===== config.mk =====
export PLATFORM = sky130hd
export DESIGN_NAME = burst_seq
export DESIGN_NICKNAME = d
export VERILOG_FILES = /design/src/rtl/burst_seq_pkg.sv /design/src/rtl/burst_seq_latch.sv /design/src/rtl/burst_seq_ctr.sv /design/src/rtl/burst_seq_ofs.sv /design/src/rtl/burst_seq.sv
export SDC_FILE = /design/constraint.sdc
export NUM_CORES = 1
export LEC_CHECK = 0
export ABC_CLOCK_PERIOD_IN_PS = 1200
export BUFFER_PORTS_ARGS = -buffer_cell sky130_fd_sc_hd__buf_2
export CAP_MARGIN = 10
export CORE_MARGIN = 1
export CORE_UTILIZATION = 39
export CTS_CLUSTER_SIZE = 28
export DETAILED_ROUTE_END_ITERATION = 10
export PLACE_DENSITY_LB_ADDON = 0.08
export SLEW_MARGIN = 30
export SYNTH_ARGS = -nofsm -noshare
export SYNTH_HDL_FRONTEND = slang
export SYNTH_SLANG_ARGS = --single-unit
export TNS_END_PERCENT = 30

===== constraint.sdc =====
create_clock -name clk -period 1.2 [get_ports clk]
set_clock_uncertainty 0.15 [all_clocks]
set_input_delay 0.12 -clock clk [delete_from_list [all_inputs] [get_ports clk]]
set_output_delay 0.12 -clock clk [all_outputs]
set_load 0.1 [all_outputs]

===== src/rtl/burst_seq_pkg.sv =====
package burst_seq_pkg;

  // Ordering applied to the low offset bits of a burst.
  typedef enum logic {
    ORD_LINEAR = 1'b0,
    ORD_XOR    = 1'b1
  } ord_e;

  // Default ordering out of reset (interleaved, matching a floating select).
  localparam ord_e ORD_RESET = ORD_XOR;

  // Linear step: start + beat, truncated to the offset width by the caller.
  function automatic logic [7:0] ofs_linear(input logic [7:0] s, input logic [7:0] k);
    return s + k;
  endfunction

  // Interleaved step: start XOR beat.
  function automatic logic [7:0] ofs_xor(input logic [7:0] s, input logic [7:0] k);
    return s ^ k;
  endfunction

endpackage


===== src/rtl/burst_seq_latch.sv =====
module burst_seq_latch
  import burst_seq_pkg::*;
#(
  parameter int ADDR_W = 20,
  parameter int OFS_W  = 2,
  localparam int HI_W  = ADDR_W - OFS_W
) (
  input  logic              clk,
  input  logic              rst_n,
  input  logic              load,
  input  logic              ord_in,
  input  logic [ADDR_W-1:0] addr_in,
  output logic [HI_W-1:0]   hi_q,
  output logic [OFS_W-1:0]  ofs0_q,
  output ord_e              ord_q
);

  // Capture the upper address, start offset and order on a burst start.
  always_ff @(posedge clk) begin
    if (!rst_n) begin
      hi_q   <= '0;
      ofs0_q <= '0;
      ord_q  <= ORD_RESET;
    end else if (load) begin
      hi_q   <= addr_in[ADDR_W-1:OFS_W];
      ofs0_q <= addr_in[OFS_W-1:0];
      ord_q  <= ord_e'(ord_in);
    end
  end

  AST_HI_HELD: assert property (@(posedge clk) disable iff (!rst_n)
    !load |=> $stable(hi_q));

  AST_ORD_HELD: assert property (@(posedge clk) disable iff (!rst_n)
    !load |=> $stable(ord_q));

  AST_START_HELD: assert property (@(posedge clk) disable iff (!rst_n)
    !load |=> $stable(ofs0_q));

  AST_HI_LOAD: assert property (@(posedge clk) disable iff (!rst_n)
    load |=> hi_q == $past(addr_in[ADDR_W-1:OFS_W]));

endmodule


===== src/rtl/burst_seq_ctr.sv =====
module burst_seq_ctr #(
  parameter int OFS_W = 2
) (
  input  logic             clk,
  input  logic             rst_n,
  input  logic             clear,
  input  logic             step,
  output logic [OFS_W-1:0] beat_q
);

  // Beat counter: cleared on start, wraps naturally at its width.
  always_ff @(posedge clk) begin
    if (!rst_n) begin
      beat_q <= '0;
    end else if (clear) begin
      beat_q <= '0;
    end else if (step) begin
      beat_q <= beat_q + 1'b1;
    end
  end

  AST_BEAT_CLEAR: assert property (@(posedge clk) disable iff (!rst_n)
    clear |=> beat_q == '0);

  AST_BEAT_STEP: assert property (@(posedge clk) disable iff (!rst_n)
    (!clear && step) |=> beat_q == OFS_W'($past(beat_q) + 1'b1));

  AST_BEAT_HOLD: assert property (@(posedge clk) disable iff (!rst_n)
    (!clear && !step) |=> $stable(beat_q));

endmodule


===== src/rtl/burst_seq_ofs.sv =====
module burst_seq_ofs
  import burst_seq_pkg::*;
#(
  parameter int OFS_W = 2
) (
  input  logic [OFS_W-1:0] start_ofs,
  input  logic [OFS_W-1:0] beat,
  input  ord_e             ord,
  output logic [OFS_W-1:0] ofs
);

  logic [OFS_W-1:0] lin_ofs;
  logic [OFS_W-1:0] xor_ofs;

  // Each ordering is built bit by bit: the linear one as a ripple adder
  // that drops its carry out, the interleaved one as a plain XOR.
  logic [OFS_W:0] carry;
  assign carry[0] = 1'b0;

  for (genvar i = 0; i < OFS_W; i++) begin : g_bit
    assign lin_ofs[i]   = start_ofs[i] ^ beat[i] ^ carry[i];
    assign carry[i+1]   = (start_ofs[i] & beat[i]) | (carry[i] & (start_ofs[i] ^ beat[i]));
    assign xor_ofs[i]   = start_ofs[i] ^ beat[i];
  end

  always_comb begin
    unique case (ord)
      ORD_LINEAR: ofs = lin_ofs;
      ORD_XOR:    ofs = xor_ofs;
      default:    ofs = xor_ofs;
    endcase
  end

endmodule


===== src/rtl/burst_seq.sv =====
module burst_seq
  import burst_seq_pkg::*;
#(
  parameter int ADDR_W = 20,
  parameter int OFS_W  = 2
) (
  input  logic              clk,
  input  logic              rst_n,
  input  logic              burst_start,
  input  logic              beat_adv,
  input  logic              order_sel,
  input  logic [ADDR_W-1:0] addr_in,
  output logic [ADDR_W-1:0] addr_out
);

  localparam int HI_W = ADDR_W - OFS_W;

  logic [HI_W-1:0]  hi_q;
  logic [OFS_W-1:0] ofs0_q;
  logic [OFS_W-1:0] beat_q;
  logic [OFS_W-1:0] cur_ofs;
  ord_e             ord_q;
  logic             step;

  // Start wins over advance in the same cycle.
  assign step = beat_adv & ~burst_start;

  burst_seq_latch #(.ADDR_W(ADDR_W), .OFS_W(OFS_W)) u_latch (
    .clk     (clk),
    .rst_n   (rst_n),
    .load    (burst_start),
    .ord_in  (order_sel),
    .addr_in (addr_in),
    .hi_q    (hi_q),
    .ofs0_q  (ofs0_q),
    .ord_q   (ord_q)
  );

  burst_seq_ctr #(.OFS_W(OFS_W)) u_ctr (
    .clk    (clk),
    .rst_n  (rst_n),
    .clear  (burst_start),
    .step   (step),
    .beat_q (beat_q)
  );

  burst_seq_ofs #(.OFS_W(OFS_W)) u_ofs (
    .start_ofs (ofs0_q),
    .beat      (beat_q),
    .ord       (ord_q),
    .ofs       (cur_ofs)
  );

  assign addr_out = {hi_q, cur_ofs};

  AST_FIRST_BEAT: assert property (@(posedge clk) disable iff (!rst_n)
    burst_start |=> addr_out == $past(addr_in));

  AST_WRAP_HOME: assert property (@(posedge clk) disable iff (!rst_n)
    (step && beat_q == '1) |=> addr_out[OFS_W-1:0] == ofs0_q);

  AST_IDLE_HOLD: assert property (@(posedge clk) disable iff (!rst_n)
    (!burst_start && !beat_adv) |=> $stable(addr_out));

  AST_LIN_STEP: assert property (@(posedge clk) disable iff (!rst_n)
    (step && ord_q == ORD_LINEAR) |=>
      addr_out[OFS_W-1:0] == OFS_W'($past(addr_out[OFS_W-1:0]) + 1'b1));

endmodule


# Word level (Yosys, flattened, before mapping)

Cells that the tools add are included.

Bits in registers: 23
Latch bits: 0
Memory bits (writable): 0
ROM bits: 0
Input port bits: 25
Logic and storage cells: 15
Memories kept: 0

Add/sub/neg operators: 1
$mul: 0
Divide/modulo/power cells: 0
$lt $le $gt $ge: 0
Equality and inequality tests: 0
Shift operators: 0
Muxes and demuxes: 1
Bitwise operators: 8
Reduce and logical (&&, ||, !) cells: 1

Operators by type and width:

| cell                                         | number |
|---|---|
| case mux 2 bit (2 select lines)              | 1 |
| NOT 1 bit                                    | 3 |
| XOR 1 bit                                    | 3 |
| adder 2 x 1 -> 2 bit (second input constant) | 1 |
| AND 1 bit                                    | 2 |
| OR reduction 2 bit                           | 1 |

# Logic depth before layout (Yosys ltp)

Word-level depth: 3
Mapped depth: 4

# By module

From an unflattened synthesis, not the netlist that was laid out.

Cell total of the unflattened synthesis: 81
Area, all modules: 953.4 sq um

By module, submodules not included:

| module          | instances | cells an instance | area an instance (sq um) | seq. area each (sq um) |
|---|---|---|---|---|
| burst_seq_latch | 1         | 68                | 818.3                    | 420.4 |
| burst_seq_ctr   | 1         | 8                 | 85.1                     | 40.0 |
| burst_seq_ofs   | 1         | 4                 | 36.3                     | 0.0 |
| burst_seq       | 1         | 1                 | 13.8                     | 0.0 |

# Worst setup path after synthesis

OpenSTA, ideal clock, no wires.

Kind: flip-flop to output port
Start point: register u_ctr.beat_q[0]
End point: output addr_out[1]
Arrival time: 2.177 ns
Data required time: 0.930 ns
Slack: -1.247 ns
Cell stages (with the launch flop): 4
Cell sequence: dfxtp_1 > ha_1 > nor2b_1 > xnor2_1

Longest elaborated chain between the ends: 3

RTL lines:

| item                            | line                | RTL |
|---|---|---|
| from (decl)                     | burst_seq_ctr.sv:8  | `output logic [OFS_W-1:0] beat_q` |
| from (signal assigned)          | burst_seq_ctr.sv:18 | `beat_q <= beat_q + 1'b1;` |
| AND 1 bit                       | burst_seq_ofs.sv:22 | `assign carry[i+1] = (start_ofs[i] & beat[i]) \| (carry[i] & (start_ofs[i] ^ beat[i]));` |
| XOR 1 bit                       | burst_seq_ofs.sv:21 | `assign lin_ofs[i] = start_ofs[i] ^ beat[i] ^ carry[i];` |
| case mux 2 bit (2 select lines) | burst_seq_ofs.sv:27 | `unique case (ord)` |
| to (decl)                       | burst_seq.sv:13     | `output logic [ADDR_W-1:0] addr_out` |

No other way between the ends. The select of a mux whose other input is x is not followed.

# Worst setup path in the final report

Start point: register u_latch.ofs0_q[0]
End point: output addr_out[1]

Longest elaborated chain between the ends: 3

RTL lines:

| item                            | line                  | RTL |
|---|---|---|
| from (decl)                     | burst_seq_latch.sv:14 | `output logic [OFS_W-1:0] ofs0_q,` |
| from (signal assigned)          | burst_seq_latch.sv:26 | `ofs0_q <= addr_in[OFS_W-1:0];` |
| AND 1 bit                       | burst_seq_ofs.sv:22   |  |
| XOR 1 bit                       | burst_seq_ofs.sv:21   |  |
| case mux 2 bit (2 select lines) | burst_seq_ofs.sv:27   |  |

No other way between the ends. The select of a mux whose other input is x is not followed.

==> key figures <==
Outcome
  • Status: finished with violations
  • Failing checks: negative setup slack

Die
  • Die width: 51.3 um
  • Starting Density: 42.0%
  • Die area: 2630 um^2
  • Die Y: 51.3 um
  • Io pins: 45
  • Core Box Area: 2250 um^2
  • Rows: 17

Synthesis
  • Synth warnings: 0
  • Synth Cell Area: 947 um^2
  • #FFs+latches synth: 23
  • Syn Area/Cell: 11.8 um^2
  • Post-synthesis net count: 106
  • Mapped Cells: 80
  • Distinct cells, synth: 14
  • Sequential share of the synthesized area: 48.6%

Clock tree
  • Clock buffer depth: 2
  • # H-tree levels: 1
  • Clock Tree Root: clkbuf_4
  • Clock slew at reported path FFs: 0.13 ns
  • Post-CTS Setup Bufs: 0
  • CTS tree: done
  • Clk_lat worst skew: 0.30 ns
  • Clock sink count: 23
  • Num CTS Buffers: 3

GRT
  • Pin count of the biggest net entering global routing: 23
  • Initial antenna violation count: 0
  • GR Overflow Total: 0
  • First-pass GRT wire length: 3420 um
  • GRT Overall Usage: 17.8%
  • Number of global-route vias before repair: 794

Detailed routing
  • Drc violations: 0
  • Drt first-iter violations: 4
  • Routed WL per cell: 11.9 um
  • Routed via count: 779
  • Initial DRT Pass Iterations: 4
  • Detailed Route WL: 2100 um
  • Drt via density: 4.40
  • Post-DRT Antenna Nets: 0

Setup path
  • Critical path's top delay family: flip-flops
  • Crit path depth: 4
  • CP startpoint kind: flip-flop
  • CP Class: reg2out
  • Crit-path max FO: 2
  • Max stage delay cell, worst path: dfxtp_2
  • Critical path buffers and inverters: 1
  • Worst R2R Path Depth: 3
  • CP peak stage delay: 0.37 ns
  • CP arrival: 1.30 ns
  • CP Capture Type: primary output
  • Critical path data required time: 0.93 ns
  • Crit path cell chain: ha_4 > nor2b_4 > xnor2_4 > buf_12

Timing
  • Slew Limit Headroom: 78.2%
  • Final TNS setup: -0.538 ns
  • Period utilization: 131%
  • Max Slew Vio Count: 0
  • Final setup viols: 2
  • Fin. Hold Viols: 0
  • RSZ-0062 raised after global routing: yes
  • F_max: 0.636 GHz
  • Final min period: 1.57 ns
  • Least-Margin Pin Slew: 0.326 ns
  • Final Hold Slack: 0.149 ns
  • Post-route worst setup slack: -0.372 ns

Placement
  • Dpl cells: 150
  • DP Area: 1520 um^2
  • Final GP Congestion: 0.640
  • DP HPWL: 1330 um
  • Number of port buffers: 44
  • Setup Slack @ Placement: -0.107 ns

Finish
  • Fin util: 80.2%
  • Finished Layout Cells: 177
  • Layout area overhead: 90.9%
  • Share of layout cells above drive strength 1: 52.3%
  • Final nets: 176
  • Final instance area: 1810 um^2
  • Diode count: 0
  • Fill cells: 150

Power and ir drop
  • Comb pwr share: 37.2%
  • Flop pwr share: 44.5%
  • Sw Pwr: 684 uW
  • Power, Total: 1.94 mW
  • Pwr Density: 1070 nW/um^2
  • Int Pwr: 1.25 mW
  • Net Sw Frac: 35.3%
  • Peak VDD IR: 0.823 mV
  • Clock Power Share: 18.4%
  • Leak pwr: 0.796 nW

Hold path
  • Hold path cells: 4
  • HP Class: in2reg

Job
  • Maxcap violations: 0
-- cell type report --
| cell class | count | area, um^2 | area share (%) |
|---|---|---|---|
| multi-input combinational | 52 | 474 | 26.2 |
| tap | 28 | 35.0 | 1.94 |
| clock buffer | 3 | 22.5 | 1.25 |
| timing repair buffer | 70 | 786 | 43.5 |
| sequential | 23 | 485 | 26.9 |
| clock inverter | 1 | 5.00 | 0.277 |
-- worst paths after layout --
check               endpoint         startpoint  slack, ns
max              addr_out[1]  u_latch.ofs0_q[0]      -0.37
min            u_latch.ord_q        burst_start       0.15
max reg2reg  u_ctr.beat_q[1]    u_ctr.beat_q[1]       0.15
min reg2reg  u_latch.hi_q[4]    u_latch.hi_q[4]       0.40
-- power groups by stage --
stage	Sequential, mW	Clock (mW)	Combinational [mW]
detailed placement	0.871	0	0.660
global route	0.868	0.414	0.749
global placement	0.869	0	0.654
floorplan	1.11	0	0.185
CTS	0.856	0.366	0.721
finish	0.861	0.356	0.720
-- synthesized netlist by cell type --
library cell / n / share of area, %
dfxtp_1: 23 / 49
mux2i_1: 21 / 22
nor2b_1: 21 / 14
xnor2_1: 3 / 2.8
buf_12: 2 / 4.2
clkbuf_1: 2 / 0.79
a21bo_2: 1 / 1.1
a21oi_2: 1 / 0.92
buf_6: 1 / 1.2
ha_1: 1 / 1.3
nand2_1: 1 / 0.40
nand2b_4: 1 / 1.5
nand3b_1: 1 / 0.79
nor2_1: 1 / 0.40
-- logic make-up (layout without fill, tap and decap cells) --
| kind of cell | Yosys count | after routing | share of synthesized area [%] |
|---|---|---|---|
| buffers and inverters | 5 | 74 | 6.21 |
| multiplexers | 21 | 21 | 22.2 |
| XOR/XNOR | 3 | 3 | 2.77 |
| adder cells (fa/ha/maj) | 1 | 1 | 1.32 |
| flip-flops | 23 | 23 | 48.6 |
| AND/OR/NAND/NOR | 25 | 25 | 16.9 |
| AO/OA/AOI/OAI | 2 | 2 | 1.98 |
-- what timing repair did --
item,in CTS,in global routing
hold buffers,23,0
pin swaps,1,0
endpoints found under the hold margin,23,0
setup endpoints to repair,2,16
gates resized for setup,2,14
-- sequential cells by signal, indices dropped and copies added, names as in the netlist --
register	flops
u_latch.ofs0_q	2
u_latch.ord_q	1
u_latch.hi_q	18
u_ctr.beat_q	2
-- tightest hold or removal path, delay by kind of cell --
| family | cells | cell delay, ns |
|---|---|---|
| multiplexers | 1 | 0.11 |
| buffers and inverters | 2 | 0.29 |
| AND/OR/NAND/NOR | 1 | 0.07 |
-- placed cells by master, fill, tap and decap left out --
cell           Yosys  routed
a21oi_2            1       1
dlygate4sd3_1      0      23
mux2i_1           21      21
dfxtp_2            0      20
xnor2_4            0       1
xnor2_1            3       1
dfxtp_1           23       3
a21bo_2            1       1
nor2b_1           21      20
nor2b_4            0       1
nand2b_4           1       1
buf_4              0       2
clkbuf_4           0       3
buf_2              0      24
xnor2_2            0       1
buf_12             2      21
nor2_1             1       1
ha_4               0       1
clkinv_2           0       1
nand2_1            1       1
nand3b_1           1       1
-- metal layers --
metal | track usage, % | part of all wire (%) | up-vias
met4 | 9.46 | 1.5 | 0
met2 | 31.1 | 52 | 28
met3 | 3.27 | 5.2 | 4
met5 | 0 | 0 | -
met1 | 20.2 | 42 | 345
li1 | - | - | 402
Power figures use the tool's default switching activity.
